File: src/rtl/fdc_pkg.sv
package fdc_pkg;
  typedef enum logic [1:0] {ST_IDLE, ST_PARAM, ST_DELAY, ST_BUSY} seq_state_e;

  localparam logic [2:0] FN_FILL  = 3'd0;
  localparam logic [2:0] FN_EMPTY = 3'd1;
  localparam logic [2:0] FN_WRITE = 3'd2;
  localparam logic [2:0] FN_READ  = 3'd3;
  localparam logic [2:0] FN_DENS  = 3'd4;
  localparam logic [2:0] FN_STAT  = 3'd5;
  localparam logic [2:0] FN_WDEL  = 3'd6;
  localparam logic [2:0] FN_XSTAT = 3'd7;

  function automatic logic [1:0] n_params(input logic [2:0] fn);
    case (fn)
      FN_STAT:          n_params = 2'd0;
      FN_DENS, FN_XSTAT: n_params = 2'd1;
      default:          n_params = 2'd2;
    endcase
  endfunction

  function automatic logic [15:0] param_mask(input logic [2:0] fn, input logic idx);
    case (fn)
      FN_FILL, FN_EMPTY:          param_mask = idx ? 16'hFFFF : 16'h00FF;
      FN_WRITE, FN_READ, FN_WDEL: param_mask = idx ? 16'h00FF : 16'h007F;
      FN_DENS:                    param_mask = 16'h00FF;
      default:                    param_mask = 16'hFFFF;
    endcase
  endfunction
endpackage

File: src/rtl/fdc_lane_merge.sv
module fdc_lane_merge #(
  parameter int LANES = 2,
  parameter int LW    = 8,
  localparam int W    = LANES * LW
) (
  input  logic [W-1:0]     old_i,
  input  logic [W-1:0]     new_i,
  input  logic [LANES-1:0] be_i,
  output logic [W-1:0]     merged_o
);
  for (genvar l = 0; l < LANES; l++) begin : g_lane
    assign merged_o[l*LW +: LW] = be_i[l] ? new_i[l*LW +: LW] : old_i[l*LW +: LW];
  end
endmodule

File: src/rtl/fdc_xfer_delay.sv
module fdc_xfer_delay #(
  parameter int DLY = 4,
  localparam int CW = $clog2(DLY + 1)
) (
  input  logic clk_i,
  input  logic rst_ni,
  input  logic clr_i,
  input  logic kick_i,
  output logic fire_o
);
  logic [CW-1:0] cnt_q;

  always_ff @(posedge clk_i or negedge rst_ni) begin
    if (!rst_ni)            cnt_q <= '0;
    else if (clr_i)         cnt_q <= '0;
    else if (kick_i)        cnt_q <= CW'(DLY);
    else if (cnt_q != '0)   cnt_q <= cnt_q - 1'b1;
  end

  assign fire_o = (cnt_q == CW'(1));
endmodule

File: src/rtl/fdc_param_store.sv
module fdc_param_store #(
  parameter int NPAR = 2,
  parameter int DW   = 16,
  localparam int IW  = (NPAR > 1) ? $clog2(NPAR) : 1
) (
  input  logic                     clk_i,
  input  logic                     rst_ni,
  input  logic                     clr_i,
  input  logic                     wr_i,
  input  logic [IW-1:0]            idx_i,
  input  logic [DW-1:0]            val_i,
  output logic [NPAR-1:0][DW-1:0]  par_o
);
  for (genvar s = 0; s < NPAR; s++) begin : g_slot
    always_ff @(posedge clk_i or negedge rst_ni) begin
      if (!rst_ni)                         par_o[s] <= '0;
      else if (clr_i)                      par_o[s] <= '0;
      else if (wr_i && idx_i == IW'(s))    par_o[s] <= val_i;
    end
  end
endmodule

File: src/rtl/fdc_seq.sv
module fdc_seq
  import fdc_pkg::*;
#(
  parameter int XFER_DLY = 4
) (
  input  logic        clk_i,
  input  logic        rst_ni,
  input  logic        reg_we_i,
  input  logic        reg_addr_i,
  input  logic [1:0]  reg_be_i,
  input  logic [15:0] reg_wdata_i,
  output logic [15:0] reg_rdata_o,
  output logic        irq_o,
  output logic        start_o,
  output logic [2:0]  func_o,
  output logic        drive_o,
  output logic        dens_o,
  output logic [1:0]  ext_o,
  output logic [15:0] par0_o,
  output logic [15:0] par1_o,
  input  logic        done_i,
  input  logic        done_err_i,
  input  logic [15:0] done_data_i
);
  localparam int NPAR = 2;
  localparam int DW   = 16;

  seq_state_e st_q;
  logic [2:0]  func_q;
  logic [1:0]  ext_q;
  logic        drv_q, den_q, ie_q, done_q, err_q, tr_q, irq_q, start_q, idx_q;
  logic [DW-1:0] dbr_q, csr_rd, merged;
  logic [NPAR-1:0][DW-1:0] par;

  logic seq_idle, seq_busy, csr_wr, init_wr, accept, data_acc, fire, ie_d, last_par;
  logic unused_bits;

  assign csr_rd = {err_q, 1'b0, ext_q, 1'b1, 2'b00, den_q, tr_q, ie_q, done_q,
                   drv_q, func_q, 1'b0};

  fdc_lane_merge #(.LANES(2), .LW(8)) i_merge (
    .old_i(csr_rd), .new_i(reg_wdata_i), .be_i(reg_be_i), .merged_o(merged)
  );

  assign seq_idle = (st_q == ST_IDLE);
  assign seq_busy = (st_q == ST_BUSY);
  assign csr_wr   = reg_we_i && !reg_addr_i;
  assign init_wr  = csr_wr && merged[14];
  assign accept   = csr_wr && !merged[14] && merged[0] && seq_idle;
  assign data_acc = reg_we_i && reg_addr_i && reg_be_i[0] && (seq_idle || tr_q);
  assign ie_d     = (csr_wr && !accept) ? merged[6] : ie_q;
  assign last_par = ({1'b0, idx_q} + 2'd1) >= n_params(func_q);
  assign unused_bits = ^{merged[15], merged[11:9], merged[7], merged[5]};

  fdc_xfer_delay #(.DLY(XFER_DLY)) i_dly (
    .clk_i, .rst_ni, .clr_i(init_wr),
    .kick_i(data_acc && !seq_idle), .fire_o(fire)
  );

  fdc_param_store #(.NPAR(NPAR), .DW(DW)) i_par (
    .clk_i, .rst_ni, .clr_i(accept || init_wr), .wr_i(fire),
    .idx_i(idx_q), .val_i(dbr_q & param_mask(func_q, idx_q)), .par_o(par)
  );

  always_ff @(posedge clk_i or negedge rst_ni) begin
    if (!rst_ni) begin
      st_q <= ST_IDLE; func_q <= '0; ext_q <= '0; drv_q <= 1'b0; den_q <= 1'b0;
      ie_q <= 1'b0; done_q <= 1'b0; err_q <= 1'b0; tr_q <= 1'b0; irq_q <= 1'b0;
      start_q <= 1'b0; idx_q <= 1'b0; dbr_q <= '0;
    end else if (init_wr) begin
      st_q <= ST_IDLE; func_q <= '0; ext_q <= '0; drv_q <= 1'b0; den_q <= 1'b0;
      ie_q <= 1'b0; done_q <= 1'b0; err_q <= 1'b0; tr_q <= 1'b0; irq_q <= 1'b0;
      start_q <= 1'b0; idx_q <= 1'b0; dbr_q <= '0;
    end else begin
      start_q <= 1'b0;
      if (csr_wr) begin
        func_q <= merged[3:1];
        drv_q  <= merged[4];
        ie_q   <= merged[6];
        den_q  <= merged[8];
        ext_q  <= merged[13:12];
        if (accept) begin
          done_q <= 1'b0;
          err_q  <= 1'b0;
          irq_q  <= 1'b0;
          idx_q  <= 1'b0;
          if (n_params(merged[3:1]) == 2'd0) begin
            st_q    <= ST_BUSY;
            start_q <= 1'b1;
          end else begin
            st_q <= ST_PARAM;
            tr_q <= 1'b1;
          end
        end else begin
          irq_q <= merged[6] && done_q;
        end
      end
      if (data_acc) begin
        dbr_q <= {reg_be_i[1] ? reg_wdata_i[15:8] : 8'h00, reg_wdata_i[7:0]};
        if (!seq_idle) begin
          tr_q <= 1'b0;
          st_q <= ST_DELAY;
        end
      end
      if (fire) begin
        if (last_par) begin
          st_q    <= ST_BUSY;
          start_q <= 1'b1;
        end else begin
          idx_q <= idx_q + 1'b1;
          tr_q  <= 1'b1;
          st_q  <= ST_PARAM;
        end
      end
      if (seq_busy && done_i) begin
        st_q   <= ST_IDLE;
        done_q <= 1'b1;
        err_q  <= done_err_i;
        irq_q  <= ie_d;
        dbr_q  <= done_data_i;
      end
    end
  end

  assign reg_rdata_o = reg_addr_i ? dbr_q : csr_rd;
  assign irq_o   = irq_q;
  assign start_o = start_q;
  assign func_o  = func_q;
  assign drive_o = drv_q;
  assign dens_o  = den_q;
  assign ext_o   = ext_q;
  assign par0_o  = par[0];
  assign par1_o  = par[1];
endmodule

File: config.mk
export PLATFORM = sky130hd
export DESIGN_NAME = fdc_seq
export DESIGN_NICKNAME = d
export VERILOG_FILES = /design/src/rtl/fdc_pkg.sv /design/src/rtl/fdc_lane_merge.sv /design/src/rtl/fdc_xfer_delay.sv /design/src/rtl/fdc_param_store.sv /design/src/rtl/fdc_seq.sv
export SDC_FILE = /design/constraint.sdc
export NUM_CORES = 1
export LEC_CHECK = 0
export ABC_AREA = 0
export BUFFER_PORTS_ARGS = -buffer_cell sky130_fd_sc_hd__buf_4
export CORE_MARGIN = 2
export CORE_UTILIZATION = 42
export CTS_CLUSTER_SIZE = 12
export DETAILED_ROUTE_END_ITERATION = 7
export HOLD_SLACK_MARGIN = 0.15
export PLACE_DENSITY = 0.67
export SYNTH_ARGS = -nofsm -noshare
export SYNTH_HDL_FRONTEND = slang
export SYNTH_SLANG_ARGS = --single-unit
File: constraint.sdc
create_clock -name clk_i -period 2.1 [get_ports clk_i]
set_input_delay 0.42 -clock clk_i [delete_from_list [all_inputs] [get_ports clk_i]]
set_output_delay 0.42 -clock clk_i [all_outputs]
set_load 0.02 [all_outputs]
==> results of run 1 <==
layer usage:
layer	global-route usage	vias up	part of all wire
met4	0.0795	0	0.011
met3	0.0337	8	0.040
met5	0	-	0
met1	0.307	1299	0.47
met2	0.313	84	0.48
li1	-	1307	-
report_power, final:
group          internal (mW)  switching [mW]  leakage [nW]  total, mW
Combinational           1.18            1.33          1.19       2.51
Sequential              1.82           0.508         0.867       2.33
Clock                  0.701           0.500         0.108       1.20
Total                   3.70            2.34          2.17       6.04
cells in the mapped netlist (3+ instances only):
cell | count | area [sq um]
o22ai_1 | 3 | 18.8
nand2b_1 | 3 | 18.8
buf_6 | 4 | 45.0
a21oi_1 | 34 | 170
nor2_1 | 6 | 22.5
inv_1 | 4 | 15.0
dfrtp_1 | 67 | 1680
ha_1 | 3 | 37.5
o21ai_0 | 23 | 115
clkbuf_1 | 5 | 18.8
nor3_1 | 3 | 15.0
nand2_1 | 48 | 180
a22o_1 | 21 | 184
mux2_2 | 9 | 101
nand3_1 | 5 | 25.0
and2_1 | 13 | 81.3
mux2i_1 | 19 | 190
how the worst max path moves through the flow:
stage / from / end / depth (start not counted)
6_report: i_dly.cnt_q[1] / i_par.par_o[11] / 6
5_1_grt: i_dly.cnt_q[1] / i_par.par_o[27] / 6
4_1_cts: i_dly.cnt_q[1] / i_par.par_o[11] / 6
3_5_place_dp: i_dly.cnt_q[1] / i_par.par_o[25] / 6
3_3_place_gp: reg_addr_i / i_par.par_o[15] / 5
2_1_floorplan: reg_addr_i / reg_rdata_o[3] / 3
stage by stage:
| stage | instances | utilization | total power [mW] | hold slack, ps | cell area [sq um] |
|---|---|---|---|---|---|
| after detailed placement | 498 | 0.560 | 4.87 | 398 | 4110 |
| after CTS | 515 | 0.592 | 6.07 | 313 | 4340 |
| after floorplan | 303 | - | 3.77 | 124 | 3230 |
| final | 515 | 0.592 | 6.04 | 323 | 4340 |
| after global routing | 515 | 0.592 | 6.41 | 324 | 4340 |
| after global placement | 498 | 0.560 | 4.82 | 388 | 4110 |
sequential cells by signal, summed over array words and instances, names as in the netlist, 2 cells and up:
| register | count |
|---|---|
| i_par.par_o | 32 |
| dbr_q | 16 |
| func_o | 3 |
| i_dly.cnt_q | 3 |
| ext_o | 2 |
| st_q | 2 |
area by class of cell:
class	count	area, sq um
fillers	647	2990
flip-flops and latches	67	1680
multi-input cells	219	1450
repair buffers	109	846
clock buffers	10	138
well taps	99	124
clock inverters	6	88.8
inverters	5	18.8
worst max-delay path, cell delays in order, from the launching register on:
cell	delay, ps
dfrtp_1	380
inv_1	100
ha_1	160
nor2b_1	290
nand2_2	210
nor3_4	380
a22o_1	200
cells by family (layout without fill, tap and decap cells):
group	after synthesis	in the layout	synth area share
DFF	67	67	0.520
muxes	28	28	0.0903
adders and majority gates	3	3	0.0116
and+or+nand+nor	95	95	0.161
xor gates and xnor gates	1	1	0.00271
buffers and inverters	17	130	0.0310
AOI/OAI and AO/OA	92	92	0.183
==> qor.yml, run 1 <==
routing:
  finalWirelength_microns: 8380
  vias: 2698
  ant_nets: 0
  wl_per_cell_microns: 16.3
  viasPerCell: 5.24
  first_pass_iters: 4
  first_iter_violations: 139
  post-route-drc-count: 0
worst_setup_path:
  crit_fanout: 9
  r2r_start: "i_dly.cnt_q[1]"
  r2r_cells: 6
  cp-end-kind: "flop"
  crit_type: "flop to flop"
  rrSetupSlack_ps: 320
  crit_arrival_ps: 2060
  critPathRequiredTime_ps: 2380
  cp-start-kind: "flop"
  worstReg2RegEnd: "i_par.par_o[11]"
global_route:
  antenna_found_initial: 0
  grt_remaining_overflow: 0
  grt_util_all_layers: 0.210
  grt_pass1_wl_microns: 13800
  grt_max_degree: 38
  grt_pass1_vias: 2683
worst_hold_path:
  hold_path_depth: 2
  hold_path.class: "input port to flop"
  min_from: "reg_wdata_i[4]"
  worstHoldEndpoint: "drive_o"
sta:
  max_freq_mhz: 562
  min_period_ps: 1780
  fin_crit_sh: 0.848
  max_slew.worst_pin.slew_ps: 723
  tns_ps: 0
  slew_headroom: 0.518
  fin_worst_skew_ps: 9.05
  final_max_slew_viol_count: 0
  hold_violations: 0
  rsz0062_at_grt: "no"
  setup_slack_ps: 320
  setup_viol: 0
pwr:
  leakagePower_nw: 2.17
  vdd_drop_max_uv: 475
  power_density_mw_per_mm2: 1390
synthesis:
  synth_nets: 346
  synth.avg_cell_area_sq_um: 10.6
  ys_ff_latch: 67
  synth_top_flop_cell: "dfrtp_1"
  yosysSeqAreaShare: 0.520
  synth-edff-count: 0
  yosysWarningCount: 0
  postSynthCellCount: 303
  synth_area_sq_mm: 0.00323
  synthArstFlopShare: 1.00
  yosysUniqueCellTypes: 44
floorplanning:
  io_pins: 97
  start_util: 0.440
  core_area_sq_mm: 0.00733
  die_w_microns: 91.7
  die_area_sq_mm: 0.00840
  fp-row-count: 31
  fp.dieH_microns: 91.7
cells_and_area:
  final_common_cell: "buf_4"
  fin_nets: 454
  final_cell_mix: "106 x buf_4, 67 x dfrtp_1, 48 x nand2_1"
  drive_above_1_share: 0.356
  diodes: 0
  syn_to_final_growth_pct: 34.5
clocking:
  cts_tree: "built"
  post-cts-setup-buffers: 0
  clk_pin_slew_ps: 80
  cts_resized: 0
  clk_latency_ps: 340
  cts-root-buf: "clkbuf_8"
  htreeDepth: 3
  cts_sinks: 67
  clk_path_buf_depth: 2
  cts-hold-fix-buffers: 1
  cts_buffers: 9
placed_design:
  io_buffers: 96
  hpwlAfterDp_microns: 6310
  gp_congestion: 0.893
  dp_slack_ps: 342
flow_run:
  drv_cap: 0
status:
  status: "complete, no violations"
(Power assumes the default switching activity.)
==> run 2: changes to the inputs <==
PLACE_DENSITY = 0.7   (was 0.67)
clock period = 1.5 ns   (was 2.1 ns; I/O delays follow)
==> run 2 against run 1 <==
Against the previous run:
- the flow now finishes with violations (setup timing)
- sequential share of layout area shrank 3.5 points
- first-iteration DRC count rose by 37%
- core utilization is 6.0 points higher
- setup slack got worse by 390 ps
- register-to-register slack lost 300 ps
- critical path depth shrank 3
- via count up 8.1%
- combinational power rose by 73%
- count of clock-buffer cells in the layout stayed put
==> qor.yml, run 2 (synthesis gave the netlist of run 1 again) <==
status:
  status: "finished, violations left"
  violations: "setup timing"
pwr:
  leakagePower_nw: 2.41  # +11%
  internal-power_mw: 6.03  # +63%
  p_sw_frac: 0.366  # -0.0206
  clockPowerShare: 0.213  # +0.014
  p_comb_frac: 0.458  # +0.043
  netSwitchingPower_mw: 3.48  # +49%
  power_mw: 9.51  # +57%
  seqPwrFrac: 0.330  # -0.056
  vdd_drop_max_uv: 950  # +100%
  power_density_mw_per_mm2: 1990  # +43%
routing:
  first_iter_violations: 191  # +37%
  first_pass_iters: 4  # unchanged
  viasPerCell: 5.26  # +0.47%
  ant_nets: 0  # unchanged
  vias: 2916  # +8.1%
  post-route-drc-count: 0  # unchanged
  finalWirelength_microns: 9000  # +7.4%
  wl_per_cell_microns: 16.3  # -0.17%
clocking:
  cts_buffers: 9  # unchanged
  clk_latency_ps: 350  # about the same
  clk_path_buf_depth: 2  # unchanged
  clk_pin_slew_ps: 70  # about the same
  htreeDepth: 3  # unchanged
  cts-root-buf: "clkbuf_8"
  cts_sinks: 67  # unchanged
  cts_tree: "built"
cells_and_area:
  multi_input_area_sq_mm: 0.00151  # +4.3%
  largestRegisters: "i_par.par_o x32, dbr_q x16"
  largest_reg_flops: 32  # unchanged
  seqCellArea_sq_mm: 0.00168  # about the same
  fillers: 576  # -11%
  top_register: "i_par.par_o"
  syn_to_final_growth_pct: 48.3
  drive_above_1_share: 0.437  # +0.0816
  diodes: 0  # unchanged
  final_common_cell: "buf_4"
  final_cell_mix: "137 x buf_4, 66 x dfrtp_1, 47 x nand2_1"
  fin_nets: 493  # +8.6%
sta:
  setup_viol: 2  # +2
  setup_slack_ps: -65.7  # -385 ps
  max_freq_mhz: 639
  final_max_slew_viol_count: 0  # unchanged
  fin_worst_skew_ps: 6.39  # -2.66 ps
  fin_crit_sh: 1.04
  hold_violations: 0  # unchanged
  tns_ps: -79.1  # -79.1 ps
  rsz0062_at_grt: "yes"
  max_slew.worst_pin.slew_ps: 564  # -158 ps
  slew_headroom: 0.623  # +0.105
  min_period_ps: 1570
worst_setup_path:
  cp-start-kind: "flop"
  r2r_cells: 3  # -3
  critPathRequiredTime_ps: 1200  # -1180 ps
  crit_type: "flop to output port"
  crit_end: "reg_rdata_o[2]"
  worstReg2RegEnd: "i_par.par_o[13]"
  crit_path_start: "func_o[1]"
  rrSetupSlack_ps: 20  # -300 ps
  crit_arrival_ps: 1270  # -790 ps
  cp-end-kind: "output port"
  r2r_start: "func_o[2]"
  crit_fanout: 2  # -7
floorplanning:
  die_w_microns: 91.7  # unchanged
  fp-row-count: 31  # unchanged
  fp.dieH_microns: 91.7  # unchanged
  start_util: 0.440  # unchanged
  core_area_sq_mm: 0.00733  # unchanged
  die_area_sq_mm: 0.00840  # unchanged
  io_pins: 97  # unchanged
worst_hold_path:
  hold_path_depth: 2  # unchanged
  hold_path.class: "input port to flop"
placed_design:
  io_buffers: 96  # unchanged
  gp_congestion: 0.853  # -4.5%
  hpwlAfterDp_microns: 6570  # +4.1%
  dp_slack_ps: -98.7  # -440 ps
global_route:
  grt_pass1_vias: 2833  # +5.6%
  grt_util_all_layers: 0.216  # +0.00614
  grt_pass1_wl_microns: 14100  # +2.2%
  grt_remaining_overflow: 0  # unchanged
  grt_max_degree: 35  # -7.9%
  antenna_found_initial: 0  # unchanged
flow_run:
  drv_cap: 0  # unchanged
run 2: worst max-delay path, stage by stage, from the launching register on:
cell and delay, ps:
dfrtp_1 400, buf_6 120, mux2_2 270, buf_6 130
run 2: area by class of cell:
cell class,instances,share of cell area
clock inverter,6,0.0285
inverter,5,0.00392
sequential,67,0.351
clock buffer,10,0.0288
timing repair buffer,148,0.246
multi-input combinational,219,0.316
tap,99,0.0259
run 2: per-stage QoR:
stage / cell area (sq um) / hold WS [ps] / utilization / instances
2_1_floorplan: 3240 / 4.41 / - / 303
3_3_place_gp: 4240 / 201 / 0.578 / 516
3_5_place_dp: 4240 / 201 / 0.578 / 516
4_1_cts: 4620 / 181 / 0.630 / 543
5_1_grt: 4780 / 190 / 0.653 / 554
6_report: 4780 / 196 / 0.653 / 554
run 2: repair_timing:
action	4_1_cts	5_1_grt
endpoints found under the setup margin	34	48
endpoints found under the hold margin	52	0
hold buffers	1	0
gates resized for setup	8	17
pin swaps	2	11
setup buffers	11	11
cloned	0	0
run 2: power groups by stage:
| stage | sequential [mW] | clock [mW] | combinational [mW] |
|---|---|---|---|
| 2_1_floorplan | 3.55 | 0 | 1.75 |
| 3_3_place_gp | 3.23 | 0 | 3.71 |
| 3_5_place_dp | 3.23 | 0 | 3.79 |
| 4_1_cts | 3.13 | 2.05 | 4.08 |
| 5_1_grt | 3.23 | 2.14 | 4.66 |
| 6_report | 3.14 | 2.02 | 4.35 |
run 2: how the worst min path moves through the flow:
stage                               from   endpoint  slack (ps)
after floorplan                   rst_ni   dbr_q[0]           4
after global routing      reg_wdata_i[3]  func_o[2]         190
after global placement            rst_ni   ext_o[1]         200
after detailed placement          rst_ni   ext_o[1]         200
after CTS                 reg_wdata_i[4]    drive_o         180
final                     reg_wdata_i[4]    drive_o         200
run 2: per-layer routing:
layer,global-route usage,up-vias,wire length [microns]
li1,-,1384,-
met1,0.292,1427,3900
met2,0.349,92,4570
met3,0.0279,13,419
met4,0.0934,0,121
met5,0,-,0
==> run 3: changes to the inputs <==
CORE_UTILIZATION = 46   (was 42)
PLACE_DENSITY = 0.75   (was 0.7)
==> run 3 against run 2 <==
Against the previous run:
- the flow still finishes with violations (setup timing)
- first-iteration DRC count up 60%
- global-route usage up 2.1 points
- critical path depth unchanged
- register-to-register slack worse by 40 ps
- maximum frequency up 0.84%
- critical path type unchanged
- largest cell class unchanged
==> qor.yml, run 3 (synthesis gave the netlist of run 1 again) <==
cells_and_area:
  layoutNonFillerInstCount: 555  # +0.18%
  drive_above_1_share: 0.431  # -0.00599
  final_cell_mix: "142 x buf_4, 64 x dfrtp_1, 48 x nand2_1"
  largest_reg_flops: 32  # unchanged
  diodes: 0  # unchanged
  top_register: "i_par.par_o"
  fin_nets: 498  # +1.0%
  largestRegisters: "i_par.par_o x32, dbr_q x16"
  final_common_cell: "buf_4"
  fin_util: 0.694  # +0.0409
  syn_to_final_growth_pct: 46.0
worst_setup_path:
  critPathRequiredTime_ps: 1200  # about the same
  crit_fanout: 2  # unchanged
  cp-end-kind: "output port"
  cp_slowest_cell: "dfrtp_1"
  max_stage_delay_ps: 390  # about the same
  cp-start-kind: "flop"
  crit_type: "flop to output port"
  rrSetupSlack_ps: -20  # -40 ps
  path_cells: "buf_6 -> mux2_4 -> buf_6"
  cpMostUsedCell: "buf_6"
  crit_arrival_ps: 1250  # -20 ps
clocking:
  cts-root-buf: "clkbuf_8"
  htreeDepth: 3  # unchanged
  clk_latency_ps: 340  # about the same
  cts_sinks: 67  # unchanged
  clk_path_buf_depth: 2  # unchanged
  cts_tree: "built"
  clk_pin_slew_ps: 70  # about the same
  cts_buffers: 9  # unchanged
global_route:
  grt_remaining_overflow: 0  # unchanged
  grt_pass1_wl_microns: 13800  # -2.0%
  grt_max_degree: 43  # +23%
  grt_pass1_vias: 2849  # +0.56%
  grt_util_all_layers: 0.237  # +0.0209
  antenna_found_initial: 0  # unchanged
placed_design:
  io_buffers: 96  # unchanged
  hpwlAfterDp_microns: 6310  # -3.9%
  gp_congestion: 0.817  # -4.3%
  placedCellCount: 513  # -0.58%
routing:
  vias: 2939  # +0.79%
  finalWirelength_microns: 8820  # -2.1%
  ant_nets: 0  # unchanged
  post-route-drc-count: 0  # unchanged
  first_iter_violations: 306  # +60%
  viasPerCell: 5.30  # +0.61%
  wl_per_cell_microns: 15.9  # -2.3%
  first_pass_iters: 4  # unchanged
sta:
  setup_viol: 3  # +1
  rsz0062_at_grt: "yes"
  max_freq_mhz: 644  # +0.84%
  hold_violations: 0  # unchanged
  final_max_slew_viol_count: 0  # unchanged
  fin_worst_skew_ps: 7.25  # +0.856 ps
  slew_headroom: 0.729  # +0.106
  max_slew.worst_pin.slew_ps: 406  # -158 ps
  min_period_ps: 1550  # -13.1 ps
  holdWs_ps: 206  # +9.92 ps
  tns_ps: -73.0  # +6.13 ps
  fin_crit_sh: 1.04  # -0.00872
  setup_slack_ps: -52.6  # +13.1 ps
floorplanning:
  core_area_sq_mm: 0.00679  # -7.3%
  fp-row-count: 30  # -3.2%
  die_area_sq_mm: 0.00770  # -8.3%
  die_w_microns: 87.8  # -4.2%
  fp.dieH_microns: 87.8  # -4.2%
  io_pins: 97  # unchanged
  start_util: 0.475  # +0.0348
pwr:
  power_mw: 8.86  # -6.9%
  leakagePower_nw: 2.39  # -0.57%
  power_density_mw_per_mm2: 1880  # -5.4%
  vdd_drop_max_uv: 959  # +1.0%
flow_run:
  drv_cap: 0  # unchanged
worst_hold_path:
  hold_path.class: "input port to flop"
status:
  violations: "setup timing"
  status: "finished, violations left"
==> run 3: cell types whose count changed in the layout (fill, tap and decap cells not counted), sizes merged <==
| cell | previous run | this run |
|---|---|---|
| buf | 147 | 152 |
| bufinv | 4 | 1 |
| clkinv | 1 | 2 |
| clkbuf | 10 | 12 |
| clkinvlp | 1 | 0 |
==> run 3: worst max-delay path: cells and delay by family (launching register included) <==
| kind | cells | cell delay, ps |
|---|---|---|
| mux | 1 | 270 |
| buf+inv | 2 | 250 |
| flops | 1 | 390 |
==> run 3: report_power, final <==
group          switching (mW)  internal [mW]  total [mW]
clock                   0.633          0.755        1.39
sequential              0.604           2.56        3.16
combinational            2.16           2.15        4.31
==> run 3: worst paths after layout <==
| check | from | endpoint | cells past startpoint |
|---|---|---|---|
| setup / recovery | func_o[1] | reg_rdata_o[2] | 3 |
| hold / removal | reg_wdata_i[2] | func_o[1] | 2 |
| setup reg to reg | st_q[0] | i_par.par_o[9] | 6 |
| hold reg to reg | i_par.par_o[29] | i_par.par_o[29] | 1 |
| max in group asynchronous | rst_ni | func_o[2] | 3 |
| min in group asynchronous | rst_ni | dens_o | 2 |
==> run 3: final cells by class <==
| cell class | count | area [sq um] |
|---|---|---|
| Clock inverter | 3 | 40.0 |
| Sequential cell | 67 | 1680 |
| Clock buffer | 12 | 135 |
| Inverter | 5 | 18.8 |
| Tap cell | 96 | 120 |
| Multi-Input combinational cell | 219 | 1490 |
| Timing Repair Buffer | 153 | 1220 |
| Fill cell | 506 | 2080 |
==> run 3: layer usage <==
| metal | up-vias | track usage | part of all wire |
|---|---|---|---|
| li1 | 1394 | - | - |
| met1 | 1447 | 0.326 | 0.44 |
| met2 | 84 | 0.382 | 0.51 |
| met3 | 14 | 0.0292 | 0.038 |
| met4 | 0 | 0.0965 | 0.016 |
| met5 | - | 0 | 0 |
==> run 3: timing repair <==
item,4_1_cts,5_1_grt
pin swaps,1,16
buffers inserted,8,19
endpoints found under the hold margin,25,0
gates resized for setup,8,13
hold buffers,1,0
setup endpoints to repair,38,33
==> run 3: through the flow <==
step	setup WS (ps)	instance area [sq um]
6_report	-52.6	4710
5_1_grt	-91.3	4710
4_1_cts	-60.7	4520
3_5_place_dp	-65.2	4250
3_3_place_gp	-18.6	4250
2_1_floorplan	5.50	3240
